<file path="config.mk">
export PLATFORM = sky130hd
export DESIGN_NAME = coh_spec_ctrl
export DESIGN_NICKNAME = d
export VERILOG_FILES = /design/src/rtl/coh_pkg.sv /design/src/rtl/coh_line_array.sv /design/src/rtl/coh_snoop_unit.sv /design/src/rtl/coh_local_ctrl.sv /design/src/rtl/coh_spec_ctrl.sv
export SDC_FILE = /design/constraint.sdc
export NUM_CORES = 1
export LEC_CHECK = 0
export ABC_AREA = 1
export BUFFER_PORTS_ARGS = -buffer_cell sky130_fd_sc_hd__buf_2
export CORE_ASPECT_RATIO = 1.1
export CORE_MARGIN = 1
export CORE_UTILIZATION = 50
export DETAILED_ROUTE_END_ITERATION = 6
export GPL_ROUTABILITY_DRIVEN = 0
export GPL_TIMING_DRIVEN = 0
export PLACE_DENSITY = 0.76
export SLEW_MARGIN = 10
export SYNTH_ARGS = -nofsm -noshare
export SYNTH_HDL_FRONTEND = slang
export SYNTH_SLANG_ARGS = --single-unit
</file>
<file path="constraint.sdc">
create_clock -name clk -period 1.9 [get_ports clk]
set_input_delay 0.19 -clock clk [delete_from_list [all_inputs] [get_ports clk]]
set_output_delay 0.19 -clock clk [all_outputs]
set_load 0.02 [all_outputs]
</file>
<file path="src/rtl/coh_pkg.sv">
package coh_pkg;

    typedef enum logic [2:0] {
        LS_INV  = 3'd0,
        LS_SHR  = 3'd1,
        LS_SPEC = 3'd2,
        LS_MOD  = 3'd3,
        LS_MCLN = 3'd4
    } line_st_e;

    typedef enum logic [1:0] {
        BC_NONE = 2'd0,
        BC_RD   = 2'd1,
        BC_RDX  = 2'd2,
        BC_UPG  = 2'd3
    } bus_cmd_e;

    typedef enum logic {
        LC_IDLE = 1'b0,
        LC_MISS = 1'b1
    } lctl_st_e;

endpackage

</file>
<file path="src/rtl/coh_line_array.sv">
module coh_line_array
    import coh_pkg::*;
#(
    parameter int IDX_W = 3
) (
    input  logic             clk,
    input  logic             rst_n,
    input  logic [IDX_W-1:0] ra_idx,
    output line_st_e         ra_st,
    input  logic [IDX_W-1:0] rb_idx,
    output line_st_e         rb_st,
    input  logic             pa_en,
    input  logic [IDX_W-1:0] pa_idx,
    input  line_st_e         pa_st,
    input  logic             pb_en,
    input  logic [IDX_W-1:0] pb_idx,
    input  line_st_e         pb_st
);
    localparam int DEPTH = 1 << IDX_W;

    line_st_e lines [DEPTH];

    // Port a (local side) wins a same-line collision.
    always_ff @(posedge clk) begin
        for (int i = 0; i < DEPTH; i++) begin
            if (!rst_n) begin
                lines[i] <= LS_INV;
            end else if (pa_en && pa_idx == IDX_W'(i)) begin
                lines[i] <= pa_st;
            end else if (pb_en && pb_idx == IDX_W'(i)) begin
                lines[i] <= pb_st;
            end
        end
    end

    assign ra_st = lines[ra_idx];
    assign rb_st = lines[rb_idx];

endmodule

</file>
<file path="src/rtl/coh_snoop_unit.sv">
module coh_snoop_unit
    import coh_pkg::*;
#(
    parameter int IDX_W = 3
) (
    input  logic             clk,
    input  logic             rst_n,
    input  logic             snp_valid,
    input  logic             snp_rdx,
    input  logic             snp_miss,
    input  logic [IDX_W-1:0] snp_idx,
    input  line_st_e         snp_cur,
    input  logic             bus_grant,
    output logic             snp_take,
    output logic             busy,
    output logic             wr_en,
    output logic [IDX_W-1:0] wr_idx,
    output line_st_e         wr_st,
    output logic             snp_err,
    output logic             supply_cand,
    output logic             supply_data,
    output logic             wb_req,
    output logic [IDX_W-1:0] wb_idx
);
    logic             sup_pend;
    logic             wb_pend;
    logic [IDX_W-1:0] wb_idx_q;
    line_st_e         nxt;
    logic             err;
    logic             want_sup;
    logic             want_wb;

    always_comb begin
        nxt      = snp_cur;
        err      = 1'b0;
        want_sup = 1'b0;
        want_wb  = 1'b0;
        unique case (snp_cur)
            LS_INV:  ;
            LS_SHR: begin
                if (snp_rdx) nxt = LS_INV;
                else         want_sup = 1'b1;
            end
            LS_SPEC: begin
                if (snp_rdx) nxt = LS_INV;
            end
            LS_MOD:  err = 1'b1;
            LS_MCLN: begin
                if (!snp_rdx) begin
                    nxt      = LS_SHR;
                    want_sup = 1'b1;
                end else if (snp_miss) begin
                    want_wb = 1'b1;
                end else begin
                    err = 1'b1;
                end
            end
            default: ;
        endcase
    end

    assign busy     = sup_pend | wb_pend;
    assign snp_take = snp_valid && !busy;

    always_comb begin
        if (wb_pend) begin
            wr_en  = 1'b1;
            wr_idx = wb_idx_q;
            wr_st  = LS_INV;
        end else begin
            wr_en  = snp_take && (nxt != snp_cur);
            wr_idx = snp_idx;
            wr_st  = nxt;
        end
    end

    assign snp_err     = snp_take && err;
    assign supply_cand = sup_pend;
    assign supply_data = sup_pend && bus_grant;
    assign wb_req      = wb_pend;
    assign wb_idx      = wb_idx_q;

    always_ff @(posedge clk) begin
        if (!rst_n) begin
            sup_pend <= 1'b0;
            wb_pend  <= 1'b0;
            wb_idx_q <= '0;
        end else begin
            if (snp_take && want_sup)      sup_pend <= 1'b1;
            else if (sup_pend && bus_grant) sup_pend <= 1'b0;
            wb_pend <= snp_take && want_wb;
            if (snp_take && want_wb) wb_idx_q <= snp_idx;
        end
    end

endmodule

</file>
<file path="src/rtl/coh_local_ctrl.sv">
module coh_local_ctrl
    import coh_pkg::*;
#(
    parameter int IDX_W = 3
) (
    input  logic             clk,
    input  logic             rst_n,
    input  logic             cpu_req,
    input  logic             cpu_write,
    input  logic [IDX_W-1:0] cpu_idx,
    input  line_st_e         cur_st,
    input  logic             blocked,
    input  logic             stall_lo,
    input  logic             stall_hi,
    input  logic             fill_excl,
    output logic             cpu_done,
    output bus_cmd_e         bus_cmd,
    output logic             wr_en,
    output logic [IDX_W-1:0] wr_idx,
    output line_st_e         wr_st
);
    lctl_st_e         st_q, st_d;
    logic [IDX_W-1:0] miss_idx_q;
    logic             miss_wr_q;

    always_ff @(posedge clk) begin
        if (!rst_n) begin
            st_q       <= LC_IDLE;
            miss_idx_q <= '0;
            miss_wr_q  <= 1'b0;
        end else begin
            st_q <= st_d;
            if (st_q == LC_IDLE && st_d == LC_MISS) begin
                miss_idx_q <= cpu_idx;
                miss_wr_q  <= cpu_write;
            end
        end
    end

    always_comb begin
        st_d     = st_q;
        cpu_done = 1'b0;
        bus_cmd  = BC_NONE;
        wr_en    = 1'b0;
        wr_idx   = cpu_idx;
        wr_st    = cur_st;
        unique case (st_q)
            LC_IDLE: begin
                if (cpu_req && !blocked) begin
                    if (cur_st == LS_INV) begin
                        st_d = LC_MISS;
                    end else begin
                        cpu_done = 1'b1;
                        if (cpu_write) begin
                            if (cur_st == LS_SHR) begin
                                wr_en   = 1'b1;
                                wr_st   = LS_MOD;
                                bus_cmd = BC_UPG;
                            end else if (cur_st == LS_MCLN) begin
                                wr_en = 1'b1;
                                wr_st = LS_MOD;
                            end
                        end
                    end
                end
            end
            LC_MISS: begin
                bus_cmd = miss_wr_q ? BC_RDX : BC_RD;
                wr_idx  = miss_idx_q;
                if (stall_hi || stall_lo) begin
                    cpu_done = 1'b1;
                    wr_en    = 1'b1;
                    st_d     = LC_IDLE;
                    if (stall_hi)       wr_st = LS_SPEC;
                    else if (miss_wr_q) wr_st = LS_MOD;
                    else if (fill_excl) wr_st = LS_MCLN;
                    else                wr_st = LS_SHR;
                end
            end
            default: st_d = LC_IDLE;
        endcase
    end

endmodule

</file>
<file path="src/rtl/coh_spec_ctrl.sv">
module coh_spec_ctrl
    import coh_pkg::*;
#(
    parameter int IDX_W = 3
) (
    input  logic             clk,
    input  logic             rst_n,
    input  logic             cpu_req,
    input  logic             cpu_write,
    input  logic [IDX_W-1:0] cpu_idx,
    output logic             cpu_done,
    output logic [1:0]       bus_cmd,
    input  logic             stall_lo,
    input  logic             stall_hi,
    input  logic             fill_excl,
    input  logic             snoop_valid,
    input  logic             snoop_rdx,
    input  logic             snoop_miss,
    input  logic [IDX_W-1:0] snoop_idx,
    output logic             snoop_err,
    output logic             supply_cand,
    input  logic             bus_grant,
    output logic             supply_data,
    output logic             wb_req,
    output logic [IDX_W-1:0] wb_idx,
    output logic [2:0]       line_state,
    output logic             line_excl
);
    line_st_e         cpu_st;
    line_st_e         snp_st;
    logic             snp_take;
    logic             snp_busy;
    logic             lc_wr_en;
    logic [IDX_W-1:0] lc_wr_idx;
    line_st_e         lc_wr_st;
    logic             sn_wr_en;
    logic [IDX_W-1:0] sn_wr_idx;
    line_st_e         sn_wr_st;
    bus_cmd_e         lc_cmd;

    coh_line_array #(.IDX_W(IDX_W)) u_lines (
        .clk    (clk),
        .rst_n  (rst_n),
        .ra_idx (cpu_idx),
        .ra_st  (cpu_st),
        .rb_idx (snoop_idx),
        .rb_st  (snp_st),
        .pa_en  (lc_wr_en),
        .pa_idx (lc_wr_idx),
        .pa_st  (lc_wr_st),
        .pb_en  (sn_wr_en),
        .pb_idx (sn_wr_idx),
        .pb_st  (sn_wr_st)
    );

    coh_snoop_unit #(.IDX_W(IDX_W)) u_snoop (
        .clk         (clk),
        .rst_n       (rst_n),
        .snp_valid   (snoop_valid),
        .snp_rdx     (snoop_rdx),
        .snp_miss    (snoop_miss),
        .snp_idx     (snoop_idx),
        .snp_cur     (snp_st),
        .bus_grant   (bus_grant),
        .snp_take    (snp_take),
        .busy        (snp_busy),
        .wr_en       (sn_wr_en),
        .wr_idx      (sn_wr_idx),
        .wr_st       (sn_wr_st),
        .snp_err     (snoop_err),
        .supply_cand (supply_cand),
        .supply_data (supply_data),
        .wb_req      (wb_req),
        .wb_idx      (wb_idx)
    );

    coh_local_ctrl #(.IDX_W(IDX_W)) u_local (
        .clk       (clk),
        .rst_n     (rst_n),
        .cpu_req   (cpu_req),
        .cpu_write (cpu_write),
        .cpu_idx   (cpu_idx),
        .cur_st    (cpu_st),
        .blocked   (snp_take | snp_busy),
        .stall_lo  (stall_lo),
        .stall_hi  (stall_hi),
        .fill_excl (fill_excl),
        .cpu_done  (cpu_done),
        .bus_cmd   (lc_cmd),
        .wr_en     (lc_wr_en),
        .wr_idx    (lc_wr_idx),
        .wr_st     (lc_wr_st)
    );

    assign bus_cmd    = lc_cmd;
    assign line_state = cpu_st;
    assign line_excl  = (cpu_st == LS_MOD) || (cpu_st == LS_MCLN);

endmodule

</file>
# Word-level counts from Yosys, hierarchy flattened

Memory sizes are Yosys's and may differ from the RTL's.
Cells that the tools add are included.

Memories: 1
Input port bits: 17
Output and inout bits: 14
RAM bits: 24
Word-level logic and storage cells: 202
Bits in registers: 10

Bitwise logic cells: 19
Reduce and logical (&&, ||, !) cells: 34
Multiplexer cells: 120
Equality and inequality tests: 22

Memories:

| name          | words | bits a word | rd ports | clocked after Yosys merged registers in | wr ports | RTL line             | RTL |
|---|---|---|---|---|---|---|---|
| u_lines.lines | 8     | 3           | 2        | 0                                       | 8        | coh_line_array.sv:21 | `line_st_e lines [DEPTH];` |

Operators by type and width:

| cell                 | number |
|---|---|
| $mux W3              | 30 |
| $mux W1              | 78 |
| $eq A3 B3 Y1 const B | 10 |
| $logic_and A1 B1 Y1  | 24 |
| $eq A3 B2 Y1 const B | 7 |
| $or A1 B1 Y1         | 18 |
| $eq A3 B1 Y1 const B | 4 |
| $pmux W3 S2          | 2 |
| $mux W2              | 5 |
| $logic_not A3 Y1     | 3 |
| $pmux W1 S2          | 4 |
| $pmux W2 S2          | 1 |
| $reduce_or A2 Y1     | 2 |
| $ne A3 B3 Y1         | 1 |
| $logic_not A1 Y1     | 2 |
| $logic_or A1 B1 Y1   | 2 |
| $reduce_bool A2 Y1   | 1 |
| $not A1 Y1           | 1 |

# Longest topological paths before layout

Gate-level depths: netlist of run 1.

Word-level depth: 14
Gate-level depth with buffers: 15
Depth with buffers taken out: 14

# By module

A second synthesis of run 1 with hierarchy kept.

Cell total of the unflattened synthesis: 401
Area, all modules: 2687.6 um^2

By module, submodules not included:

| module         | cells an instance | area an instance (um^2) | sequential area each (um^2) | times used |
|---|---|---|---|---|
| coh_line_array | 251               | 1765.4                  | 720.7                       | 1 |
| coh_local_ctrl | 73                | 452.9                   | 100.1                       | 1 |
| coh_snoop_unit | 71                | 442.9                   | 100.1                       | 1 |
| coh_spec_ctrl  | 6                 | 26.3                    | 0.0                         | 1 |

# Worst setup path before layout of run 1

No wires, ideal clock.

Kind: reg-to-reg
From: register u_snoop.wb_pend (netlist: u_snoop.wb_req)
To: memory u_lines.lines[0][0] (netlist bit) (enable)
Buffers on the path: 0
Data arrival time: 1.575 ns
Clock period less this slack: 1.919 ns
Path slack: -0.019 ns
Setup time: 0.344 ns
Cell stages (with the launch flop): 8
Data required time: 1.556 ns
Cell sequence: dfxtp_1 > inv_1 > or2_2 > o21ai_0 > inv_1 > nor2_1 > inv_1 > o21ai_0

RTL lines:

| element                | RTL line             | RTL |
|---|---|---|
| from (decl)            | coh_snoop_unit.sv:26 | `logic wb_pend;` |
| from (signal assigned) | coh_snoop_unit.sv:91 | `wb_pend <= snp_take && want_wb;` |
| to (decl)              | coh_line_array.sv:21 |  |

==> results of run 1 <==
==> per-layer routing <==
| layer | vias up | GRT usage |
|---|---|---|
| li1 | 1336 | - |
| met2 | 165 | 0.4777 |
| met5 | - | 0 |
| met4 | 0 | 0.1060 |
| met1 | 1345 | 0.3204 |
| met3 | 44 | 0.04545 |
==> registers in the layout, summed over array words and instances, names as in the netlist <==
register,flops
u_snoop.wb_req,1
u_snoop.supply_cand,1
u_local.miss_wr_q,1
u_lines.lines,24
u_local.miss_idx_q,3
u_snoop.wb_idx,3
u_local.st_q,1
==> Yosys cell counts (all sizes together) <==
| library cell | instances | share of area |
|---|---|---|
| o211ai | 6 | 0.019 |
| nand3 | 44 | 0.095 |
| nand4 | 8 | 0.027 |
| a21oi | 19 | 0.040 |
| clkinv | 1 | 0.0014 |
| a211oi | 1 | 0.0048 |
| inv | 59 | 0.086 |
| o22ai | 1 | 0.0024 |
| edfxtp | 24 | 0.28 |
| a32oi | 1 | 0.0063 |
| nand2 | 93 | 0.15 |
| nor2 | 51 | 0.083 |
| nor4 | 1 | 0.0082 |
| nor3 | 5 | 0.012 |
| or2 | 5 | 0.012 |
| dfxtp | 10 | 0.077 |
| nand3b | 1 | 0.0029 |
| o21ai | 29 | 0.060 |
| a21boi | 2 | 0.0058 |
| buf | 9 | 0.029 |
==> per-stage QoR <==
stage / area [sq um] / setup slack, ns / util / std cells
2_1_floorplan: 2590 / 0.02692 / - / 370
3_3_place_gp: 2793 / -0.2634 / 0.5586 / 454
3_5_place_dp: 2793 / -0.2910 / 0.5586 / 454
4_1_cts: 3078 / -0.009717 / 0.6156 / 478
5_1_grt: 3498 / -0.3109 / 0.6997 / 491
6_report: 3498 / -0.1515 / 0.6997 / 491
==> worst paths after layout <==
| path | slack, ns | endpoint | start | cells after the start |
|---|---|---|---|---|
| worst max-delay path | -0.15 | u_lines.lines[5][2] | u_lines.lines[7][0] | 12 |
| worst min-delay path | 0.17 | u_local.st_q | stall_lo | 4 |
| worst max register to register | -0.15 | u_lines.lines[5][2] | u_lines.lines[7][0] | 12 |
| worst min register to register | 0.53 | u_local.st_q | u_local.st_q | 2 |
==> worst max-delay path, delay by kind of cell (launching register included) <==
kind / cells / cell delay [ns]
AO/OA/AOI/OAI: 1 / 0.19
buffers and inverters: 2 / 0.24
flip-flops: 1 / 0.39
AND/OR/NAND/NOR: 9 / 0.95
==> report_power, final <==
| part | internal [uW] | total (uW) | switching [uW] |
|---|---|---|---|
| combinational | 234 | 684 | 449 |
| sequential | 820 | 837 | 16.5 |
| clock | 252 | 522 | 270 |
==> repair_timing <==
action,CTS,global route
gates resized for setup,28,75
buffers inserted,16,13
pin swaps,18,23
endpoints found under the setup margin,41,53
==> cell type report <==
class | count | area [sq um]
well taps | 58 | 72.57
repair buffers | 55 | 359.1
fillers | 372 | 1501
clock inverters | 2 | 8.758
clock buffers | 6 | 72.57
flip-flops and latches | 34 | 925.9
plain buffers | 9 | 75.07
inverters | 60 | 225.2
multi-input cells | 267 | 1759
==> cells by family after synthesis <==
| kind of cell | count (synthesis) | synth area share |
|---|---|---|
| flip-flops | 34 | 0.3556 |
| AO/OA/AOI/OAI | 59 | 0.1386 |
| AND/OR/NAND/NOR | 208 | 0.3899 |
| buffers and inverters | 69 | 0.1159 |
==> flow_summary.yaml, run 1 <==
floorplan:
  rows: 27
  die_w_microns: 70.62
  start_util: 0.5180
  core_sq_um: 5000
  pin_count: 31
  fp.dieH_microns: 77.49
  die_area_sq_um: 5472
drt:
  routedLengthMet1_mm: 3.236
  wl_per_cell_microns: 17.51
  met2_length_mm: 4.350
  via_count: 2890
  dr_wl_met3_microns: 637
  drt.antenna.violating_nets: 0
  first_pass_iters: 7
  drt_wl_total_mm: 8.598
  viasPerCell: 5.886
  drt_iter0_drc: 374
  remaining_drc_errors: 8
  topRoutingLayerUsed: "met4"
worst_setup_path:
  crit_required_ns: 1.92
  cp_max_fo: 4
  path_common_cell: "nand2_2"
  cpPeakStageDelay_ns: 0.39
  cp_cell_sequence: "inv_1 -> nand2_1 -> nand3_1 -> nand3_1 -> nand2_2 -> nor2_1 -> nor2_2 -> nand2_2 -> nand2_4 -> nand2_2 -> o211ai_1 -> buf_4"
  critPathLaunchType: "flop"
  arrival_ns: 2.07
  critical_path_class: "flop to flop"
  slowest_stage: "edfxtp_1"
  worst_setup_path_end_kind: "flop"
finish:
  nNetsFinal: 449
  final_cell_mix: "nand2_1, nor2_1, inv_1"
  synthToLayoutAreaGrowth_pct: 35.07
  n_antenna_cell: 0
  layout_commonest_cell: "nand2_1"
  drive_above_1_share: 0.4203
yosys:
  synth_nets: 387
  ys_ff_latch: 34
  synth.avg_cell_area_sq_um: 7.000
  netlist_area_sq_um: 2590
  syn_inst: 370
  ys_warn_count: 0
  ys_types: 37
  synth-seq-area-share: 0.3556
cts:
  cts_sinks: 34
  cts-root-buf: "clkbuf_8"
  cts.clk_slew.worst_paths_ns: 0.07
  cts_made_buffers: 5
  hold_buffers: 0
  cts_tree: "done"
  clockBufferDepth: 2
  h-tree-depth: 2
  clk-insertion-delay-late_ns: 0.29
placed_design:
  hpwlAfterDp_mm: 5.122
  io_buffer_count: 26
pwr:
  leakage_uw: 0.001551
  power.density_nw_per_um2: 583.8
  vdd_ir_drop_max_uv: 265.6
  power.total_uw: 2042
sta:
  period_minus_slack_ns: 2.052
  setup_viol: 53
  final.setup_skew_ns: 0.009171
  maxSlewViolCount: 0
  clock.fmax_mhz: 487.4
  hold_slack_ns: 0.1657
  worstMarginPinSlew_ns: 0.5548
  grt_setup_unrepaired: "yes"
  fin_ws_ns: -0.1515
  slew_headroom: 0.6301
  tns_ns: -4.493
  fin_crit_sh: 1.080
  hold_viol: 0
global_routing:
  overflow: 0
  grt_pass1_wl_mm: 11.24
  grtUsageTotal: 0.2682
  grt_max_degree: 11
  grt_pass1_vias: 2399
  antenna_found_initial: 0
outcome:
  status: "complete, but fails checks"
  violations: "design-rule violations, negative setup slack"
job:
  maxCapViolCount: 0
worst_hold_path:
  hold_class: "input pin to flop"
Power figures use the tool's default switching activity.
==> run 2: changes to the inputs <==
Settings changed: PLACE_DENSITY 0.76 to 0.73, REMOVE_ABC_BUFFERS from default to 1.
Clock period 1.9 ns to 2.5 ns, I/O delays scaled along.
==> run 2 against run 1 <==
Against the previous run: the run ends with design-rule violations left; worst hold slack improved by 0.075 ns; cell count fell by 6.9%; sequential cell count did not move; sequential power fell by 24%; clock-buffer cell count did not move; wire length fell by 25%; clock skew fell by 0.0040 ns; die area did not move; largest cell class unchanged.
==> flow_summary.yaml, run 2 (synthesis results as in run 1) <==
outcome:
  status: "complete, but fails checks"
  violations: "design-rule violations"
finish:
  layout_commonest_cell: "nand2_1"
  stdcell_area_sq_um: 2819
  largest_reg_flops: 24
  multiInputGateArea_sq_um: 1369
  drive_above_1_share: 0.2055
  nNetsFinal: 415
  synthToLayoutAreaGrowth_pct: 8.840
  n_antenna_cell: 0
  top_register: "u_lines.lines"
  register_area_sq_um: 920.9
  final_cell_mix: "nand2_1, inv_1, nor2_1"
  num-fill-cells: 470
floorplan:
  fp.dieH_microns: 77.49
  die_w_microns: 70.62
  rows: 27
  core_sq_um: 5000
  start_util: 0.5180
  die_area_sq_um: 5472
  pin_count: 31
placed_design:
  hpwlAfterDp_mm: 4.916
  io_buffer_count: 30
  place_area_sq_um: 2738
drt:
  drt_wl_total_mm: 6.451
  remaining_drc_errors: 6
  viasPerCell: 5.442
  wl_per_cell_microns: 14.12
  drt.antenna.violating_nets: 0
  via_count: 2487
  first_pass_iters: 7
  drt_iter0_drc: 285
cts:
  hold_buffers: 0
  cts_resized: 0
  cts_tree: "done"
  cts.clk_slew.worst_paths_ns: 0.07
  cts-root-buf: "clkbuf_8"
  cts_made_buffers: 5
  clockBufferDepth: 2
  cts_sinks: 34
  h-tree-depth: 2
  clk-insertion-delay-late_ns: 0.29
  cts_setup_buffers: 0
worst_setup_path:
  critPathLaunchType: "flop"
  crit_required_ns: 2.44
  critical_path_class: "flop to flop"
  cp_max_fo: 8
  worst_setup_path_end_kind: "flop"
  arrival_ns: 2.08
sta:
  grt_setup_unrepaired: "no"
  tns_ns: 0
  maxSlewViolCount: 0
  fin_crit_sh: 0.8565
  setup_viol: 0
  worstMarginPinSlew_ns: 0.5655
  slew_headroom: 0.6230
  hold_viol: 0
  period_minus_slack_ns: 2.141
  clock.fmax_mhz: 467.0
  final.setup_skew_ns: 0.005189
global_routing:
  overflow: 0
  antenna_found_initial: 0
  grt_max_degree: 20
  grt_pass1_vias: 2339
  grt_pass1_wl_mm: 10.80
  grtUsageTotal: 0.2548
pwr:
  power.density_nw_per_um2: 487.5
  leakage_uw: 0.001316
  vdd_ir_drop_max_uv: 214.9
job:
  maxCapViolCount: 0
worst_hold_path:
  hold_class: "input pin to flop"
-- run 2: cell types whose count changed in the layout (fill, tap and decap cells not counted), sizes merged --
| cell | before | now |
|---|---|---|
| buf | 64 | 30 |
-- run 2: layout make-up --
cell class / instances / share of cell area
timing repair buffer: 30 / 0.05326
sequential: 34 / 0.3267
inverter: 60 / 0.07989
tap: 58 / 0.02574
multi-input combinational: 267 / 0.4856
clock inverter: 2 / 0.003107
clock buffer: 6 / 0.02574
-- run 2: worst max-delay path: stages, from the launching register on --
cell      delay, ns
edfxtp_1       0.42
inv_1          0.07
nand2_1        0.05
nand3_1        0.11
nand3_1        0.09
nand2_2        0.14
nand3_1        0.11
nand2_1        0.08
nand2_1        0.10
nand2_2        0.10
nand2_2        0.12
o21ai_0        0.41
-- run 2: report_power, final --
| part | internal, uW | total [uW] | switching [uW] |
|---|---|---|---|
| clock | 192 | 397 | 205 |
| sequential | 624 | 634 | 9.87 |
| combinational | 96.0 | 344 | 248 |
| total | 912 | 1370 | 463 |
-- run 2: final timing paths --
check | from | endpoint | slack, ns | depth (start not counted)
max | u_lines.lines[0][1] | u_lines.lines[3][0] | 0.36 | 11
min | stall_lo | u_local.st_q | 0.24 | 4
max reg2reg | u_lines.lines[0][1] | u_lines.lines[3][0] | 0.36 | 11
min reg2reg | u_snoop.supply_cand | u_snoop.supply_cand | 0.51 | 2
-- run 2: metrics by stage --
step | std cells | utilization | hold WS (ns) | power (uW) | setup slack [ns]
2_1_floorplan | 361 | - | 0.3884 | 878.5 | 0.5808
3_3_place_gp | 449 | 0.5475 | 0.4927 | 980.6 | 0.1700
3_5_place_dp | 449 | 0.5475 | 0.5043 | 984.9 | 0.1229
4_1_cts | 457 | 0.5638 | 0.2345 | 1369 | 0.3402
5_1_grt | 457 | 0.5638 | 0.2373 | 1433 | 0.1794
6_report | 457 | 0.5638 | 0.2403 | 1374 | 0.3587
-- run 2: per-layer routing --
metal	global-route usage	wire length (microns)	share of wire
met1	0.3207	2775	0.43
met2	0.4291	3103	0.48
met3	0.03766	338	0.052
met4	0.1200	234	0.036
met5	0	0	0
